### config.mk
export PLATFORM = sky130hd
export DESIGN_NAME = uart_bc_top
export DESIGN_NICKNAME = d
export VERILOG_FILES = /design/src/rtl/uart_bc_pkg.sv /design/src/rtl/uart_bc_tick.sv /design/src/rtl/uart_bc_tx.sv /design/src/rtl/uart_bc_rx.sv /design/src/rtl/uart_bc_fifo.sv /design/src/rtl/uart_bc_top.sv
export SDC_FILE = /design/constraint.sdc
export NUM_CORES = 1
export LEC_CHECK = 0
export ABC_AREA = 0
export BUFFER_PORTS_ARGS = -buffer_cell sky130_fd_sc_hd__buf_2
export CELL_PAD_IN_SITES_DETAIL_PLACEMENT = 0
export CELL_PAD_IN_SITES_GLOBAL_PLACEMENT = 2
export CORE_MARGIN = 2
export CORE_UTILIZATION = 40
export DETAILED_ROUTE_END_ITERATION = 10
export GPL_TIMING_DRIVEN = 1
export PLACE_DENSITY = 0.88
export SLEW_MARGIN = 10
export SYNTH_ARGS = -nofsm -noshare
export SYNTH_HDL_FRONTEND = slang
export SYNTH_SLANG_ARGS = --single-unit
### constraint.sdc
create_clock -name clk -period 3.2 [get_ports clk]
set_clock_uncertainty 0.15 [all_clocks]
set_input_delay 0.16 -clock clk [delete_from_list [all_inputs] [get_ports clk]]
set_output_delay 0.16 -clock clk [all_outputs]
set_load 0.1 [all_outputs]
### src/rtl/uart_bc_pkg.sv
package uart_bc_pkg;

  typedef enum logic [1:0] {RX_IDLE, RX_START, RX_DATA, RX_STOP} rx_state_e;

  // number of data bits for a length code
  function automatic logic [3:0] char_bits(input logic [1:0] len);
    return 4'd5 + {2'b00, len};
  endfunction

  // clear the bits above the selected character length
  function automatic logic [7:0] char_mask(input logic [7:0] d, input logic [1:0] len);
    return d & (8'hFF >> (2'd3 - len));
  endfunction

  // line level for frame position idx (0 start, 1..nb data, then stop)
  function automatic logic frame_bit(input logic [7:0] sh, input logic [3:0] idx,
                                     input logic [3:0] nb);
    logic [3:0] k;
    k = idx - 4'd1;
    if (idx == 4'd0) return 1'b0;
    else if (idx <= nb) return sh[k[2:0]];
    else return 1'b1;
  endfunction

  // right-align bits that were shifted in from the top
  function automatic logic [7:0] rx_align(input logic [7:0] sh, input logic [1:0] len);
    return sh >> (2'd3 - len);
  endfunction

endpackage

### src/rtl/uart_bc_tick.sv
module uart_bc_tick #(
  parameter int unsigned CLK_DIV = 54
) (
  input  logic clk,
  input  logic rst_n,
  output logic tick
);
  localparam int unsigned DW = (CLK_DIV > 1) ? $clog2(CLK_DIV) : 1;
  logic [DW-1:0] cnt;

  always_ff @(posedge clk or negedge rst_n) begin
    if (!rst_n) begin
      cnt  <= '0;
      tick <= 1'b0;
    end else if (cnt == DW'(CLK_DIV - 1)) begin
      cnt  <= '0;
      tick <= 1'b1;
    end else begin
      cnt  <= cnt + 1'b1;
      tick <= 1'b0;
    end
  end
endmodule

### src/rtl/uart_bc_tx.sv
module uart_bc_tx
  import uart_bc_pkg::*;
#(
  parameter int unsigned OSR = 16
) (
  input  logic       clk,
  input  logic       rst_n,
  input  logic       tick,
  input  logic       load,
  input  logic [7:0] load_data,
  input  logic [1:0] char_len,
  output logic       busy,
  output logic       done,
  output logic       txd
);
  localparam int unsigned CW = $clog2(OSR);

  logic [7:0]    sh;
  logic [3:0]    idx;
  logic [3:0]    nb;
  logic [CW-1:0] tc;
  logic          bit_end;

  assign bit_end = busy && tick && (tc == CW'(OSR - 1));
  assign done    = bit_end && (idx == nb + 4'd1);

  always_ff @(posedge clk or negedge rst_n) begin
    if (!rst_n) begin
      busy <= 1'b0;
      sh   <= '0;
      idx  <= '0;
      nb   <= 4'd8;
      tc   <= '0;
      txd  <= 1'b1;
    end else begin
      txd <= busy ? frame_bit(sh, idx, nb) : 1'b1;
      if (!busy) begin
        if (load) begin
          busy <= 1'b1;
          sh   <= char_mask(load_data, char_len);
          nb   <= char_bits(char_len);
          idx  <= '0;
          tc   <= '0;
        end
      end else if (tick) begin
        if (bit_end) begin
          tc <= '0;
          if (done) busy <= 1'b0;
          else      idx  <= idx + 4'd1;
        end else begin
          tc <= tc + 1'b1;
        end
      end
    end
  end
endmodule

### src/rtl/uart_bc_rx.sv
module uart_bc_rx
  import uart_bc_pkg::*;
#(
  parameter int unsigned OSR = 16
) (
  input  logic       clk,
  input  logic       rst_n,
  input  logic       tick,
  input  logic       enable,
  input  logic [1:0] char_len,
  input  logic       rxd,
  output logic       valid,
  output logic [7:0] data
);
  localparam int unsigned CW   = $clog2(OSR);
  localparam int unsigned HALF = OSR / 2 - 1;

  rx_state_e     st;
  logic [1:0]    sync;
  logic          rx_s;
  logic [CW-1:0] tc;
  logic [3:0]    bc;
  logic [3:0]    nb;
  logic [1:0]    len_l;
  logic [7:0]    sh;

  assign rx_s = sync[1];

  always_ff @(posedge clk or negedge rst_n) begin
    if (!rst_n) sync <= 2'b11;
    else        sync <= {sync[0], rxd};
  end

  always_ff @(posedge clk or negedge rst_n) begin
    if (!rst_n) begin
      st    <= RX_IDLE;
      tc    <= '0;
      bc    <= '0;
      nb    <= 4'd8;
      len_l <= 2'd3;
      sh    <= '0;
      valid <= 1'b0;
      data  <= '0;
    end else begin
      valid <= 1'b0;
      if (!enable) begin
        st <= RX_IDLE;
      end else if (tick) begin
        case (st)
          RX_IDLE: if (!rx_s) begin
            st    <= RX_START;
            tc    <= '0;
            len_l <= char_len;
            nb    <= char_bits(char_len);
          end
          RX_START: if (tc == CW'(HALF)) begin
            tc <= '0;
            bc <= '0;
            st <= rx_s ? RX_IDLE : RX_DATA;
          end else tc <= tc + 1'b1;
          RX_DATA: if (tc == CW'(OSR - 1)) begin
            tc <= '0;
            sh <= {rx_s, sh[7:1]};
            bc <= bc + 4'd1;
            if (bc + 4'd1 == nb) st <= RX_STOP;
          end else tc <= tc + 1'b1;
          RX_STOP: if (tc == CW'(OSR - 1)) begin
            tc    <= '0;
            st    <= RX_IDLE;
            valid <= 1'b1;
            data  <= rx_align(sh, len_l);
          end else tc <= tc + 1'b1;
          default: st <= RX_IDLE;
        endcase
      end
    end
  end
endmodule

### src/rtl/uart_bc_fifo.sv
module uart_bc_fifo #(
  parameter int unsigned W     = 8,
  parameter int unsigned DEPTH = 2
) (
  input  logic                       clk,
  input  logic                       rst_n,
  input  logic                       flush,
  input  logic                       push,
  input  logic [W-1:0]               pdata,
  input  logic                       pop,
  output logic [W-1:0]               head,
  output logic [$clog2(DEPTH+1)-1:0] count
);
  localparam int unsigned PW = (DEPTH > 1) ? $clog2(DEPTH) : 1;
  localparam int unsigned NW = $clog2(DEPTH + 1);

  logic [W-1:0]  mem [DEPTH];
  logic [PW-1:0] wp, rp;
  logic          do_push, do_pop;

  function automatic logic [PW-1:0] nxt(input logic [PW-1:0] p);
    return (p == PW'(DEPTH - 1)) ? '0 : p + 1'b1;
  endfunction

  assign do_pop  = pop && (count != '0);
  assign do_push = push && ((count != NW'(DEPTH)) || do_pop);
  assign head    = (count != '0) ? mem[rp] : '0;

  always_ff @(posedge clk or negedge rst_n) begin
    if (!rst_n) begin
      wp    <= '0;
      rp    <= '0;
      count <= '0;
    end else if (flush) begin
      wp    <= '0;
      rp    <= '0;
      count <= '0;
    end else begin
      if (do_push) wp <= nxt(wp);
      if (do_pop)  rp <= nxt(rp);
      if (do_push && !do_pop)      count <= count + 1'b1;
      else if (do_pop && !do_push) count <= count - 1'b1;
    end
  end

  for (genvar i = 0; i < DEPTH; i++) begin : g_slot
    always_ff @(posedge clk or negedge rst_n) begin
      if (!rst_n) mem[i] <= '0;
      else if (!flush && do_push && wp == PW'(i)) mem[i] <= pdata;
    end
  end
endmodule

### src/rtl/uart_bc_top.sv
module uart_bc_top
  import uart_bc_pkg::*;
#(
  parameter int unsigned CLK_DIV  = 54,
  parameter int unsigned OSR      = 16,
  parameter int unsigned RX_DEPTH = 2
) (
  input  logic       clk,
  input  logic       rst_n,
  input  logic       bus_addr,
  input  logic       bus_wr,
  input  logic       bus_rd,
  input  logic [7:0] bus_wdata,
  output logic [7:0] bus_rdata,
  input  logic       tx_en,
  input  logic       rx_en,
  input  logic [1:0] char_len,
  input  logic       txc_ack,
  input  logic       rxd,
  output logic       txd
);
  localparam int unsigned NW = $clog2(RX_DEPTH + 1);

  logic          tick;
  logic [7:0]    thr_data;
  logic          thr_full;
  logic          tx_load, tx_busy, tx_done;
  logic          rx_push;
  logic [7:0]    rx_char;
  logic [7:0]    fifo_head;
  logic [NW-1:0] fifo_cnt;
  logic          udre, txc, rxc;
  logic          data_wr, txc_set, txc_clr, data_pop;

  assign data_wr  = bus_wr && !bus_addr;
  assign data_pop = bus_rd && !bus_addr;
  assign tx_load  = tx_en && thr_full && !tx_busy;
  assign txc_set  = tx_done && !thr_full;
  assign txc_clr  = txc_ack || (bus_wr && bus_addr && bus_wdata[6]);
  assign udre     = !thr_full;
  assign rxc      = (fifo_cnt != '0);

  assign bus_rdata = bus_addr ? {rxc, txc, udre, 5'b00000} : fifo_head;

  uart_bc_tick #(.CLK_DIV(CLK_DIV)) u_tick (.clk(clk), .rst_n(rst_n), .tick(tick));

  always_ff @(posedge clk or negedge rst_n) begin
    if (!rst_n) begin
      thr_data <= '0;
      thr_full <= 1'b0;
    end else if (data_wr && !thr_full) begin
      thr_data <= bus_wdata;
      thr_full <= 1'b1;
    end else if (tx_load) begin
      thr_full <= 1'b0;
    end
  end

  always_ff @(posedge clk or negedge rst_n) begin
    if (!rst_n)       txc <= 1'b0;
    else if (txc_set) txc <= 1'b1;
    else if (txc_clr) txc <= 1'b0;
  end

  uart_bc_tx #(.OSR(OSR)) u_tx (
    .clk(clk), .rst_n(rst_n), .tick(tick), .load(tx_load), .load_data(thr_data),
    .char_len(char_len), .busy(tx_busy), .done(tx_done), .txd(txd)
  );

  uart_bc_rx #(.OSR(OSR)) u_rx (
    .clk(clk), .rst_n(rst_n), .tick(tick), .enable(rx_en), .char_len(char_len),
    .rxd(rxd), .valid(rx_push), .data(rx_char)
  );

  uart_bc_fifo #(.W(8), .DEPTH(RX_DEPTH)) u_fifo (
    .clk(clk), .rst_n(rst_n), .flush(!rx_en), .push(rx_push), .pdata(rx_char),
    .pop(data_pop), .head(fifo_head), .count(fifo_cnt)
  );
endmodule

==> results of run 1 <==
[worst max-delay path by stage]
| stage | start | end | cells past startpoint |
|---|---|---|---|
| after floorplan | u_fifo.rp | bus_rdata[7] | 3 |
| after global placement | u_rx.st[0] | u_rx.bc[3] | 6 |
| after detailed placement | u_rx.st[0] | u_rx.bc[3] | 6 |
| after CTS | u_rx.st[0] | u_rx.bc[3] | 6 |
| after global routing | u_rx.st[0] | u_rx.bc[3] | 6 |
| final | u_rx.st[0] | u_rx.bc[3] | 6 |
[power groups by stage]
stage / clock, W / sequential [W] / combinational [W]
final: 0.00108 / 0.00128 / 0.000131
after global routing: 0.00117 / 0.00128 / 0.000149
after CTS: 0.00112 / 0.00128 / 0.000136
after detailed placement: 0 / 0.00130 / 0.000123
after global placement: 0 / 0.00129 / 0.000117
after floorplan: 0 / 0.00129 / 0.0000715
[per-stage QoR]
step | instances | hold slack (ps) | total power (W)
finish | 610 | 9.065 | 0.002491
global placement | 580 | 76.25 | 0.001412
CTS | 610 | 2.026 | 0.002536
floorplan | 416 | -285.6 | 0.001357
detailed placement | 580 | 78.82 | 0.001421
global route | 610 | 14.42 | 0.002607
[cell families (layout without fill, tap and decap cells)]
logic type,count (synthesis),after routing,share of synthesized area [%]
compound gates,60,60,8.298
xor+xnor,17,17,3.195
fa+ha+maj,19,19,5.102
buf+inv,27,78,2.336
flops,94,94,50.67
mux,70,70,16.86
simple gates,129,129,13.53
[layout make-up]
cell class | instances | share of cell area [%]
Sequential cell | 94 | 43.65
Multi-Input combinational cell | 295 | 40.48
Timing Repair Buffer | 45 | 5.690
Clock buffer | 10 | 4.418
Tap cell | 143 | 3.308
Clock inverter | 6 | 1.272
Inverter | 17 | 1.180
[metal layers]
layer | GRT usage [%] | wire, um | up-vias
li1 | - | - | 1553
met1 | 17.88 | 3897 | 1525
met2 | 25.25 | 4212 | 39
met3 | 3.266 | 231 | 12
met4 | 4.634 | 112 | 0
met5 | 0 | 0 | -
[placed cells by master, fill, tap and decap left out, types with 4 or more instances in the layout]
cell / n
sky130_fd_sc_hd__a21oi_1: 4
sky130_fd_sc_hd__buf_2: 26
sky130_fd_sc_hd__buf_4: 5
sky130_fd_sc_hd__clkbuf_16: 9
sky130_fd_sc_hd__dfrtp_1: 87
sky130_fd_sc_hd__dfstp_2: 7
sky130_fd_sc_hd__dlygate4sd3_1: 14
sky130_fd_sc_hd__ha_1: 19
sky130_fd_sc_hd__inv_1: 17
sky130_fd_sc_hd__mux2_2: 48
sky130_fd_sc_hd__mux2i_1: 20
sky130_fd_sc_hd__nand2_1: 50
sky130_fd_sc_hd__nand2b_1: 6
sky130_fd_sc_hd__nand3_1: 16
sky130_fd_sc_hd__nand3b_1: 5
sky130_fd_sc_hd__nand4_1: 4
sky130_fd_sc_hd__nor2_1: 24
sky130_fd_sc_hd__nor2b_1: 4
sky130_fd_sc_hd__nor3_1: 8
sky130_fd_sc_hd__o21ai_0: 33
sky130_fd_sc_hd__xnor2_1: 11
sky130_fd_sc_hd__xor2_1: 6
[sequential cells by signal (all words and copies together) (netlist names), 4 cells and up]
signal / count
thr_data: 8
u_fifo.mem: 16
u_rx.bc: 4
u_rx.data: 8
u_rx.nb: 4
u_rx.sh: 8
u_rx.tc: 4
u_tick.cnt: 6
u_tx.idx: 4
u_tx.nb: 4
u_tx.sh: 8
u_tx.tc: 4
[worst max-delay path, stage by stage, from the launching register on]
cell	delay, ps
sky130_fd_sc_hd__dfrtp_1	430
sky130_fd_sc_hd__inv_1	120
sky130_fd_sc_hd__ha_1	380
sky130_fd_sc_hd__nor3_1	370
sky130_fd_sc_hd__o2111ai_4	180
sky130_fd_sc_hd__or4b_1	540
sky130_fd_sc_hd__nand3_1	100
==> results.json, run 1 <==
{
  "first_global_vias": 3106,
  "diode_count": 0,
  "number_of_enable_flip_flop_cells_after_synthesis": 0,
  "place_worst_setup_slack_ps": 888.7,
  "floorplan.core_area_um2": 11370,
  "synthTopCellsByArea": "sky130_fd_sc_hd__dfrtp_1 47%, sky130_fd_sc_hd__mux2_2 12%, sky130_fd_sc_hd__ha_1 5.1%",
  "seq_area_um2": 2361,
  "rows": 39,
  "worst-r2r-setup-slack_ps": 870,
  "combinationalPowerShare_pct": 5.3,
  "hold_viol_final": 0,
  "worstSetupPathType": "reg -> reg",
  "power.switching_w": 0.0005472,
  "finalWorstSetupSlack_ps": 874.1,
  "synth_top_area_share_pct": 46.72,
  "numPortBuffers": 27,
  "hpwlAfterDp_um": 6134,
  "area_of_the_multi_input_gates_um2": 2190,
  "detailroute.via_count": 3129,
  "routed_wirelength_um": 8455,
  "ctsHtreeMaxLevel": 3,
  "die-area_um2": 12530,
  "postSynthAreaPerCell_um2": 11.20,
  "critPathLaunchType": "flip-flop",
  "cts_num_sinks": 94,
  "timing.slew.headroom_pct": 50.53,
  "min_from": "bus_wr",
  "synth.net_count": 454,
  "synth_top_flop_cell": "sky130_fd_sc_hd__dfrtp_1",
  "postCtsResizedCells": 0,
  "share_seq_of_total_power_pct": 51.2,
  "yosysUniqueCellTypes": 49,
  "finish.utilization_pct": 47.57,
  "fmaxAchievable_mhz": 429.9,
  "yosysWarnings": 0,
  "antenna_violations_before_repair": 0,
  "route.detailed.drc": 0,
  "fraction_of_final_layout_cells_sized_beyond_drive_strength_1_pct": 23.98,
  "p_leak_nw": 2.444,
  "dpl-instance-area_um2": 4961,
  "cts.path.max_buffers": 2,
  "timing.critical_path.fanout_max": 13,
  "filler_cell_count": 1064,
  "final_worst_path_period_share_pct": 72.68,
  "post_cts_hold_buffer_count": 14,
  "status": "complete, no violations",
  "detailedRoute.firstPassIterationCount": 5,
  "synthTopCellsByCount": "87 x sky130_fd_sc_hd__dfrtp_1, 50 x sky130_fd_sc_hd__nand2_1, 48 x sky130_fd_sc_hd__mux2_2",
  "nNetsFinal": 500,
  "final_max_slew_viol_count": 0,
  "tritoncts": "built",
  "worstPathArrival_ps": 2450,
  "seq_area_frac_synth_pct": 50.67,
  "synth_top_cell_by_area": "sky130_fd_sc_hd__dfrtp_1",
  "design_area_um2": 5409,
  "vdd_ir_max_uv": 339.8,
  "holdCritPathClass": "in -> reg",
  "rsz0062_at_grt": "no",
  "syn-cell-area_um2": 4659,
  "worst_setup_path_end_kind": "flip-flop",
  "reg2reg_from": "u_rx.st[0]",
  "reg2regPathDepth": 6,
  "initial_utilization_pct": 40.98,
  "globalRouteOverflowTotal": 0,
  "floorplan.die.width_um": 111.9,
  "cts_setup_buffers": 0,
  "tritoncts.num_buffers": 9,
  "regToRegEndpoint": "u_rx.bc[3]",
  "cts_root_buffer": "sky130_fd_sc_hd__clkbuf_16",
  "clk_pin_slew_ps": 70,
  "track_usage_pct": 14.47,
  "postSynth.asyncResetShare_pct": 100.0,
  "routabilityCongestion": 0.7704,
  "timing.hold.worst_path_depth": 4,
  "setup-violations-final": 0,
  "drv.max_cap_violation_count": 0,
  "final_antenna_net_count": 0,
  "post_drt_wl_per_cell_um": 13.86,
  "synth_most_common_cell": "sky130_fd_sc_hd__dfrtp_1",
  "tightestPinTransition_ps": 738.8,
  "routed_via_density": 5.130,
  "top_level_ports": 28,
  "p_sw_share_pct": 21.97,
  "final_period_minus_worst_setup_slack_ps": 2326,
  "grt_pass1_wl_um": 14590,
  "netlist_instances": 416,
  "pwr-share-clk_pct": 43.5,
  "powerDensity_nw_per_um2": 460.5,
  "setup_tns_ps": 0,
  "synth_seq_cells": 94,
  "clk_latency_ps": 340,
  "floorplan.die.height_um": 111.9,
  "worst_hold_path.endpoint": "txc",
  "areaGrowthSynthToFinish_pct": 16.08,
  "internal_power_w": 0.001944,
  "required_ps": 3320,
  "drt-initial-drc-count": 120,
  "largest_net_degree_at_the_start_of_global_routing": 51
}
Power figures use the tool's default switching activity.
==> run 2, diff against run 1 <==
--- a/config.mk
+++ b/config.mk
@@ -10,10 +10,10 @@
 export CELL_PAD_IN_SITES_DETAIL_PLACEMENT = 0
 export CELL_PAD_IN_SITES_GLOBAL_PLACEMENT = 2
 export CORE_MARGIN = 2
-export CORE_UTILIZATION = 40
+export CORE_UTILIZATION = 37
 export DETAILED_ROUTE_END_ITERATION = 10
 export GPL_TIMING_DRIVEN = 1
-export PLACE_DENSITY = 0.88
+export PLACE_DENSITY = 0.86
 export SLEW_MARGIN = 10
 export SYNTH_ARGS = -nofsm -noshare
 export SYNTH_HDL_FRONTEND = slang
==> constraint.sdc (replaced) <==
create_clock -name clk -period 1.9 [get_ports clk]
set_clock_uncertainty 0.15 [all_clocks]
set_input_delay 0.095 -clock clk [delete_from_list [all_inputs] [get_ports clk]]
set_output_delay 0.095 -clock clk [all_outputs]
set_load 0.1 [all_outputs]
==> results.json, run 2 (synthesized netlist as in run 1, its figures left out) <==
{
  "floorplan.core_area_um2": 12160,
  "vdd_ir_max_uv": 392.5,
  "holdCritPathClass": "in -> async",
  "final_worst_path_period_share_pct": 99.92,
  "p_sw_share_pct": 21.59,
  "required_ps": 2010,
  "clk_latency_ps": 340,
  "powerDensity_nw_per_um2": 706.4,
  "ctsHtreeMaxLevel": 3,
  "timing.critical_path.fanout_max": 4,
  "hpwlAfterDp_um": 6531,
  "floorplan.die.height_um": 116.2,
  "grt_pass1_wl_um": 15900,
  "pwr-share-clk_pct": 44.5,
  "fmaxAchievable_mhz": 526.7,
  "cts_root_buffer": "sky130_fd_sc_hd__clkbuf_16",
  "initial_utilization_pct": 38.31,
  "nNetsFinal": 532,
  "drt-initial-drc-count": 152,
  "commonest_non_fill_non_tap_cell_in_the_layout": "sky130_fd_sc_hd__dfrtp_1",
  "layout.cells.non_filler": 667,
  "most-common-layout-cells": "83 x sky130_fd_sc_hd__dfrtp_1, 49 x sky130_fd_sc_hd__nand2_1, 48 x sky130_fd_sc_hd__mux2_2, 31 x sky130_fd_sc_hd__buf_4, 28 x sky130_fd_sc_hd__o21ai_0",
  "fraction_of_final_layout_cells_sized_beyond_drive_strength_1_pct": 35.27,
  "clk_pin_slew_ps": 70,
  "setup-violations-final": 0,
  "finish.utilization_pct": 50.25,
  "cts.path.max_buffers": 2,
  "place_inst": 628,
  "largest_net_degree_at_the_start_of_global_routing": 37,
  "registers.top_by_ff_count": "u_fifo.mem",
  "combinationalPowerShare_pct": 5.7,
  "worstSetupPathType": "reg -> reg",
  "p_leak_nw": 2.622,
  "route.detailed.drc": 0,
  "detailedRoute.firstPassIterationCount": 4,
  "cts_num_sinks": 94,
  "tightestPinTransition_ps": 488.1,
  "final_period_minus_worst_setup_slack_ps": 1899,
  "globalRouteOverflowTotal": 0,
  "routed_via_density": 4.966,
  "detailroute.via_count": 3312,
  "routabilityCongestion": 0.7916,
  "top_level_ports": 28,
  "tritoncts": "built",
  "rows": 40,
  "floorplan.die.width_um": 116.2,
  "areaGrowthSynthToFinish_pct": 31.15,
  "final_max_slew_viol_count": 0,
  "diode_count": 0,
  "largest_register_ff_count": 16,
  "hold_viol_final": 0,
  "die-area_um2": 13510,
  "rsz0062_at_grt": "yes",
  "track_usage_pct": 14.90,
  "antenna_violations_before_repair": 0,
  "timing.slew.headroom_pct": 67.68,
  "reg2reg_from": "u_rx.st[1]",
  "crit_path_start": "u_rx.st[1]",
  "first_global_vias": 3416,
  "drv.max_cap_violation_count": 0,
  "internal_power_w": 0.003385,
  "tritoncts.num_buffers": 9,
  "numPortBuffers": 27,
  "worstPathArrival_ps": 2010,
  "critPathLaunchType": "flip-flop",
  "share_seq_of_total_power_pct": 49.7,
  "final_antenna_net_count": 0,
  "post_drt_wl_per_cell_um": 14.14,
  "status": "complete, no violations",
  "worst_setup_path_end_kind": "flip-flop",
  "routed_wirelength_um": 9429,
  "power.switching_w": 0.0009321
}
-- run 2: cell types whose count changed in the layout (fill, tap and decap cells not counted), moves of 5 or more --
cell                      delta
sky130_fd_sc_hd__nor2_1      -5
sky130_fd_sc_hd__buf_12      +9
sky130_fd_sc_hd__o21ai_0     -5
sky130_fd_sc_hd__ha_1        -7
sky130_fd_sc_hd__buf_4      +26
sky130_fd_sc_hd__ha_4        +7
sky130_fd_sc_hd__buf_2       -8
-- run 2: power groups by stage --
stage | registers (W) | logic [W] | clock network (W)
after global placement | 0.00218 | 0.000222 | 0
after CTS | 0.00215 | 0.000253 | 0.00198
after global routing | 0.00216 | 0.000273 | 0.00207
final | 0.00215 | 0.000248 | 0.00192
after detailed placement | 0.00218 | 0.000229 | 0
after floorplan | 0.00217 | 0.000124 | 0
-- run 2: path summary, 6_finish.rpt --
check	cells after the start	end	slack [ps]
min in group clk	4	u_tx.tc[3]	120
min reg2reg	0	u_rx.sync[1]	210
max reg2reg	7	u_rx.st[1]	1
max	7	u_rx.st[1]	1
max in group asynchronous	3	u_tx.nb[3]	800
min	2	u_rx.tc[3]	90
-- run 2: cell type report --
cell class                      instances  area [um^2]
Clock buffer                           11        232.7
Inverter                               17        63.81
Clock inverter                          5        83.83
Multi-Input combinational cell        295         2457
Fill cell                            1079         6051
Tap cell                              168        210.2
Timing Repair Buffer                   77        696.9
Sequential cell                        94         2366
-- run 2: repair_timing --
| action | CTS | global route |
|---|---|---|
| gates resized for setup | 10 | 36 |
| setup endpoints to repair | 5 | 13 |
| endpoints found under the hold margin | 91 | 0 |
| hold buffers | 16 | 0 |
| setup buffers | 1 | 6 |
| gates cloned | 0 | 0 |
| pin swaps | 5 | 19 |
-- run 2: routing by layer --
layer / vias up / routed length, um / track usage (%)
li1: 1619 / - / -
met1: 1649 / 4223 / 18.68
met5: - / 0 / 0
met4: 0 / 119 / 3.413
met2: 33 / 4842 / 25.97
met3: 11 / 243 / 3.788
-- run 2: worst max-delay path: stages, from the launching register on --
cell and delay (ps):
sky130_fd_sc_hd__dfrtp_2 460, sky130_fd_sc_hd__inv_2 90, sky130_fd_sc_hd__ha_4 130, sky130_fd_sc_hd__and4b_2 260, sky130_fd_sc_hd__nor3_4 150, sky130_fd_sc_hd__nor3b_2 90, sky130_fd_sc_hd__o31ai_2 270, sky130_fd_sc_hd__mux2i_1 220
-- run 2: stage by stage --
step	setup slack (ps)	instance area [um^2]	hold WS (ps)	total power, W	setup TNS, ps
2_1_floorplan	-36.52	4727	-350.6	0.002292	-50.66
3_3_place_gp	-27.75	5365	-75.45	0.002401	-27.75
3_5_place_dp	-144.2	5365	-77.99	0.002414	-220.2
4_1_cts	-34.82	5881	92.12	0.004379	-34.82
5_1_grt	-95.03	6111	121.1	0.004503	-389.1
6_report	1.483	6111	86.54	0.004317	0
==> run 3, diff against run 2 <==
--- a/config.mk
+++ b/config.mk
@@ -5,15 +5,16 @@
 export SDC_FILE = /design/constraint.sdc
 export NUM_CORES = 1
 export LEC_CHECK = 0
-export ABC_AREA = 0
+export ABC_AREA = 1
 export BUFFER_PORTS_ARGS = -buffer_cell sky130_fd_sc_hd__buf_2
 export CELL_PAD_IN_SITES_DETAIL_PLACEMENT = 0
 export CELL_PAD_IN_SITES_GLOBAL_PLACEMENT = 2
 export CORE_MARGIN = 2
-export CORE_UTILIZATION = 37
+export CORE_UTILIZATION = 34
 export DETAILED_ROUTE_END_ITERATION = 10
-export GPL_TIMING_DRIVEN = 1
+export GPL_TIMING_DRIVEN = 0
 export PLACE_DENSITY = 0.86
+export SKIP_LAST_GASP = 1
 export SLEW_MARGIN = 10
 export SYNTH_ARGS = -nofsm -noshare
 export SYNTH_HDL_FRONTEND = slang
==> results.json, run 3 <==
{
  "status": "complete, but fails checks",
  "violations": "hold timing",
  "synth_top_flop_cell": "sky130_fd_sc_hd__dfrtp_1",
  "postSynthAreaPerCell_um2": 8.586,
  "netlist_instances": 553,
  "tightestPinTransition_ps": 482.8,
  "filler_cell_count": 1413,
  "synth_seq_cells": 94,
  "reg2reg_from": "u_rx.tc[0]",
  "cts_root_buffer": "sky130_fd_sc_hd__clkbuf_16",
  "hold_ws_ps": -10.48,
  "setup_tns_ps": 0,
  "nNetsFinal": 657,
  "ctsHtreeMaxLevel": 3,
  "post_drt_wl_per_cell_um": 12.52,
  "diode_count": 0,
  "fraction_of_final_layout_cells_sized_beyond_drive_strength_1_pct": 19.58,
  "timing.slew.headroom_pct": 68.04,
  "seq_area_um2": 2366,
  "track_usage_pct": 14.58,
  "largest_register_ff_count": 16,
  "numPortBuffers": 27,
  "worstPathArrival_ps": 1870,
  "combinationalPowerShare_pct": 6.1,
  "synth_most_common_cell": "sky130_fd_sc_hd__nand2_1",
  "holdCritPathClass": "in -> reg",
  "yosysWarnings": 0,
  "final_antenna_net_count": 0,
  "registers.top_by_ff_count": "u_fifo.mem",
  "grt_pass1_wl_um": 16920,
  "clk_latency_ps": 350,
  "min_from": "bus_addr",
  "floorplan.die.height_um": 122.2,
  "seq_area_frac_synth_pct": 49.72,
  "drv.max_cap_violation_count": 0,
  "synthTopCellsByCount": "153 x sky130_fd_sc_hd__nand2_1, 87 x sky130_fd_sc_hd__dfrtp_1, 68 x sky130_fd_sc_hd__inv_1",
  "detailroute.via_count": 3739,
  "worst_setup_path_end_kind": "flip-flop",
  "worst_hold_path.endpoint": "u_fifo.rp",
  "globalRouteOverflowTotal": 0,
  "final_period_minus_worst_setup_slack_ps": 1803,
  "cts_num_sinks": 94,
  "worstSetupPathType": "reg -> reg",
  "routabilityCongestion": 0.7993,
  "tritoncts": "built",
  "synth_top_area_share_pct": 45.85,
  "share_seq_of_total_power_pct": 49.8,
  "final_max_slew_viol_count": 0,
  "reg2regPathDepth": 8,
  "layout.cells.non_filler": 803,
  "route.detailed.drc": 0,
  "internal_power_w": 0.003173,
  "initial_utilization_pct": 34.47,
  "most-common-layout-cells": "150 x sky130_fd_sc_hd__nand2_1, 83 x sky130_fd_sc_hd__dfrtp_1, 64 x sky130_fd_sc_hd__inv_1, 45 x sky130_fd_sc_hd__o21ai_0, 28 x sky130_fd_sc_hd__nand3_1",
  "powerDensity_nw_per_um2": 709.6,
  "yosysUniqueCellTypes": 42,
  "timing.critical_path.fanout_max": 4,
  "drt-initial-drc-count": 201,
  "tritoncts.num_buffers": 9,
  "routed_via_density": 4.656,
  "synthTopCellsByArea": "sky130_fd_sc_hd__dfrtp_1 46%, sky130_fd_sc_hd__nand2_1 12%, sky130_fd_sc_hd__inv_1 5.4%",
  "final_worst_path_period_share_pct": 94.88,
  "place_inst": 761,
  "top_level_ports": 28,
  "largest_net_degree_at_the_start_of_global_routing": 65,
  "setup-violations-final": 0,
  "hpwlAfterDp_um": 6991,
  "hold_viol_final": 1,
  "p_leak_nw": 2.927,
  "timing.hold.worst_path_depth": 4,
  "die-area_um2": 14930,
  "area_of_the_multi_input_gates_um2": 2111,
  "floorplan.die.width_um": 122.2,
  "routed_wirelength_um": 10060,
  "critPathLaunchType": "flip-flop",
  "worst-r2r-setup-slack_ps": 100,
  "detailedRoute.firstPassIterationCount": 5,
  "rsz0062_at_grt": "yes",
  "vdd_ir_max_uv": 422.1,
  "pwr-share-clk_pct": 44.1,
  "power.switching_w": 0.0009410,
  "antenna_violations_before_repair": 0,
  "synth.net_count": 591,
  "clk_pin_slew_ps": 70,
  "floorplan.core_area_um2": 13770,
  "commonest_non_fill_non_tap_cell_in_the_layout": "sky130_fd_sc_hd__nand2_1",
  "regToRegEndpoint": "u_rx.data[5]",
  "p_sw_share_pct": 22.87,
  "fmaxAchievable_mhz": 554.7,
  "cts.path.max_buffers": 2,
  "rows": 43,
  "first_global_vias": 3608,
  "number_of_enable_flip_flop_cells_after_synthesis": 0,
  "synth_top_cell_by_area": "sky130_fd_sc_hd__dfrtp_1",
  "required_ps": 1970,
  "syn-cell-area_um2": 4748,
  "areaGrowthSynthToFinish_pct": 22.11,
  "postSynth.asyncResetShare_pct": 100.0
}
-- run 3: changes by cell type after synthesis, moves of 4 or more --
cell | before | now
sky130_fd_sc_hd__inv_1 | 17 | 68
sky130_fd_sc_hd__o21bai_1 | 0 | 4
sky130_fd_sc_hd__nand2_1 | 50 | 153
sky130_fd_sc_hd__a21oi_1 | 4 | 18
sky130_fd_sc_hd__o22ai_1 | 1 | 9
sky130_fd_sc_hd__nor2_1 | 24 | 30
sky130_fd_sc_hd__nor2b_1 | 4 | 0
sky130_fd_sc_hd__xnor2_1 | 11 | 5
sky130_fd_sc_hd__mux2_2 | 48 | 8
sky130_fd_sc_hd__o21ai_2 | 0 | 16
sky130_fd_sc_hd__o21ai_0 | 34 | 49
sky130_fd_sc_hd__nand3_1 | 16 | 29
sky130_fd_sc_hd__nand2b_1 | 6 | 0
sky130_fd_sc_hd__mux2i_1 | 20 | 2
-- run 3: per-stage QoR --
stage	instance area (um^2)	utilization, %	total power (W)	setup slack, ps
6_report	5798	42.10	0.004114	97.25
5_1_grt	5798	42.10	0.004268	-18.27
4_1_cts	5662	41.11	0.004149	-15.80
3_5_place_dp	5140	37.32	0.002296	-275.6
3_3_place_gp	5110	37.10	0.002283	-357.7
2_1_floorplan	4750	-	0.002193	-401.6
-- run 3: kinds of logic after synthesis --
family / synth area share (%)
buffers and inverters: 7.062
and+or+nand+nor: 21.32
DFF: 49.72
xor gates and xnor gates: 1.844
adders and majority gates: 5.007
muxes: 2.319
AOI/OAI and AO/OA: 12.73
-- run 3: power by group through the flow --
stage	combinational [W]	sequential (W)	clock, W
2_1_floorplan	0.000118	0.00208	0
3_3_place_gp	0.000205	0.00208	0
5_1_grt	0.000280	0.00205	0.00194
4_1_cts	0.000237	0.00205	0.00186
3_5_place_dp	0.000217	0.00208	0
6_report	0.000250	0.00205	0.00182
-- run 3: how the worst max path moves through the flow --
stage,startpoint,endpoint,cells after the start
after global routing,u_rx.tc[0],u_rx.data[2],8
after floorplan,u_fifo.count[1],bus_rdata[5],4
final,u_rx.tc[0],u_rx.data[5],8
after CTS,u_fifo.rp,bus_rdata[7],6
after global placement,rst_n,u_fifo.mem[10],1
after detailed placement,u_tx.idx[0],u_tx.idx[3],13
-- run 3: timing repair --
action / 4_1_cts / 5_1_grt
pin swaps: 1 / 5
buffers inserted: 3 / 10
hold endpoints to repair: 105 / 0
gates resized for setup: 19 / 24
cloned: 0 / 0
hold buffers: 16 / 0
setup endpoints to repair: 27 / 41
-- run 3: final cells by class --
cell class,instances,share of cell area (%)
clock inverters,4,0.8200
well taps,180,3.884
multi-input cells,376,36.40
flip-flops and latches,94,40.81
repair buffers,57,8.049
clock buffers,11,4.186
plain buffers,10,1.079
inverters,71,4.769
-- run 3: critical path, cell delays in order, from the launching register on --
cell	delay, ps
sky130_fd_sc_hd__dfrtp_1	390
sky130_fd_sc_hd__ha_2	210
sky130_fd_sc_hd__nand2_2	80
sky130_fd_sc_hd__nor2_4	160
sky130_fd_sc_hd__inv_2	80
sky130_fd_sc_hd__nor3_4	260
sky130_fd_sc_hd__inv_2	80
sky130_fd_sc_hd__a31oi_1	170
sky130_fd_sc_hd__a22oi_1	100
-- run 3: metal layers --
layer / vias to the layer above / track usage [%] / part of all wire (%) / wire length [um]
li1: 1918 / - / - / -
met1: 1769 / 19.41 / 50 / 5062
met2: 42 / 23.18 / 45 / 4551
met3: 10 / 3.511 / 3.0 / 305
met4: 0 / 5.244 / 1.4 / 137
met5: - / 0 / 0 / 0
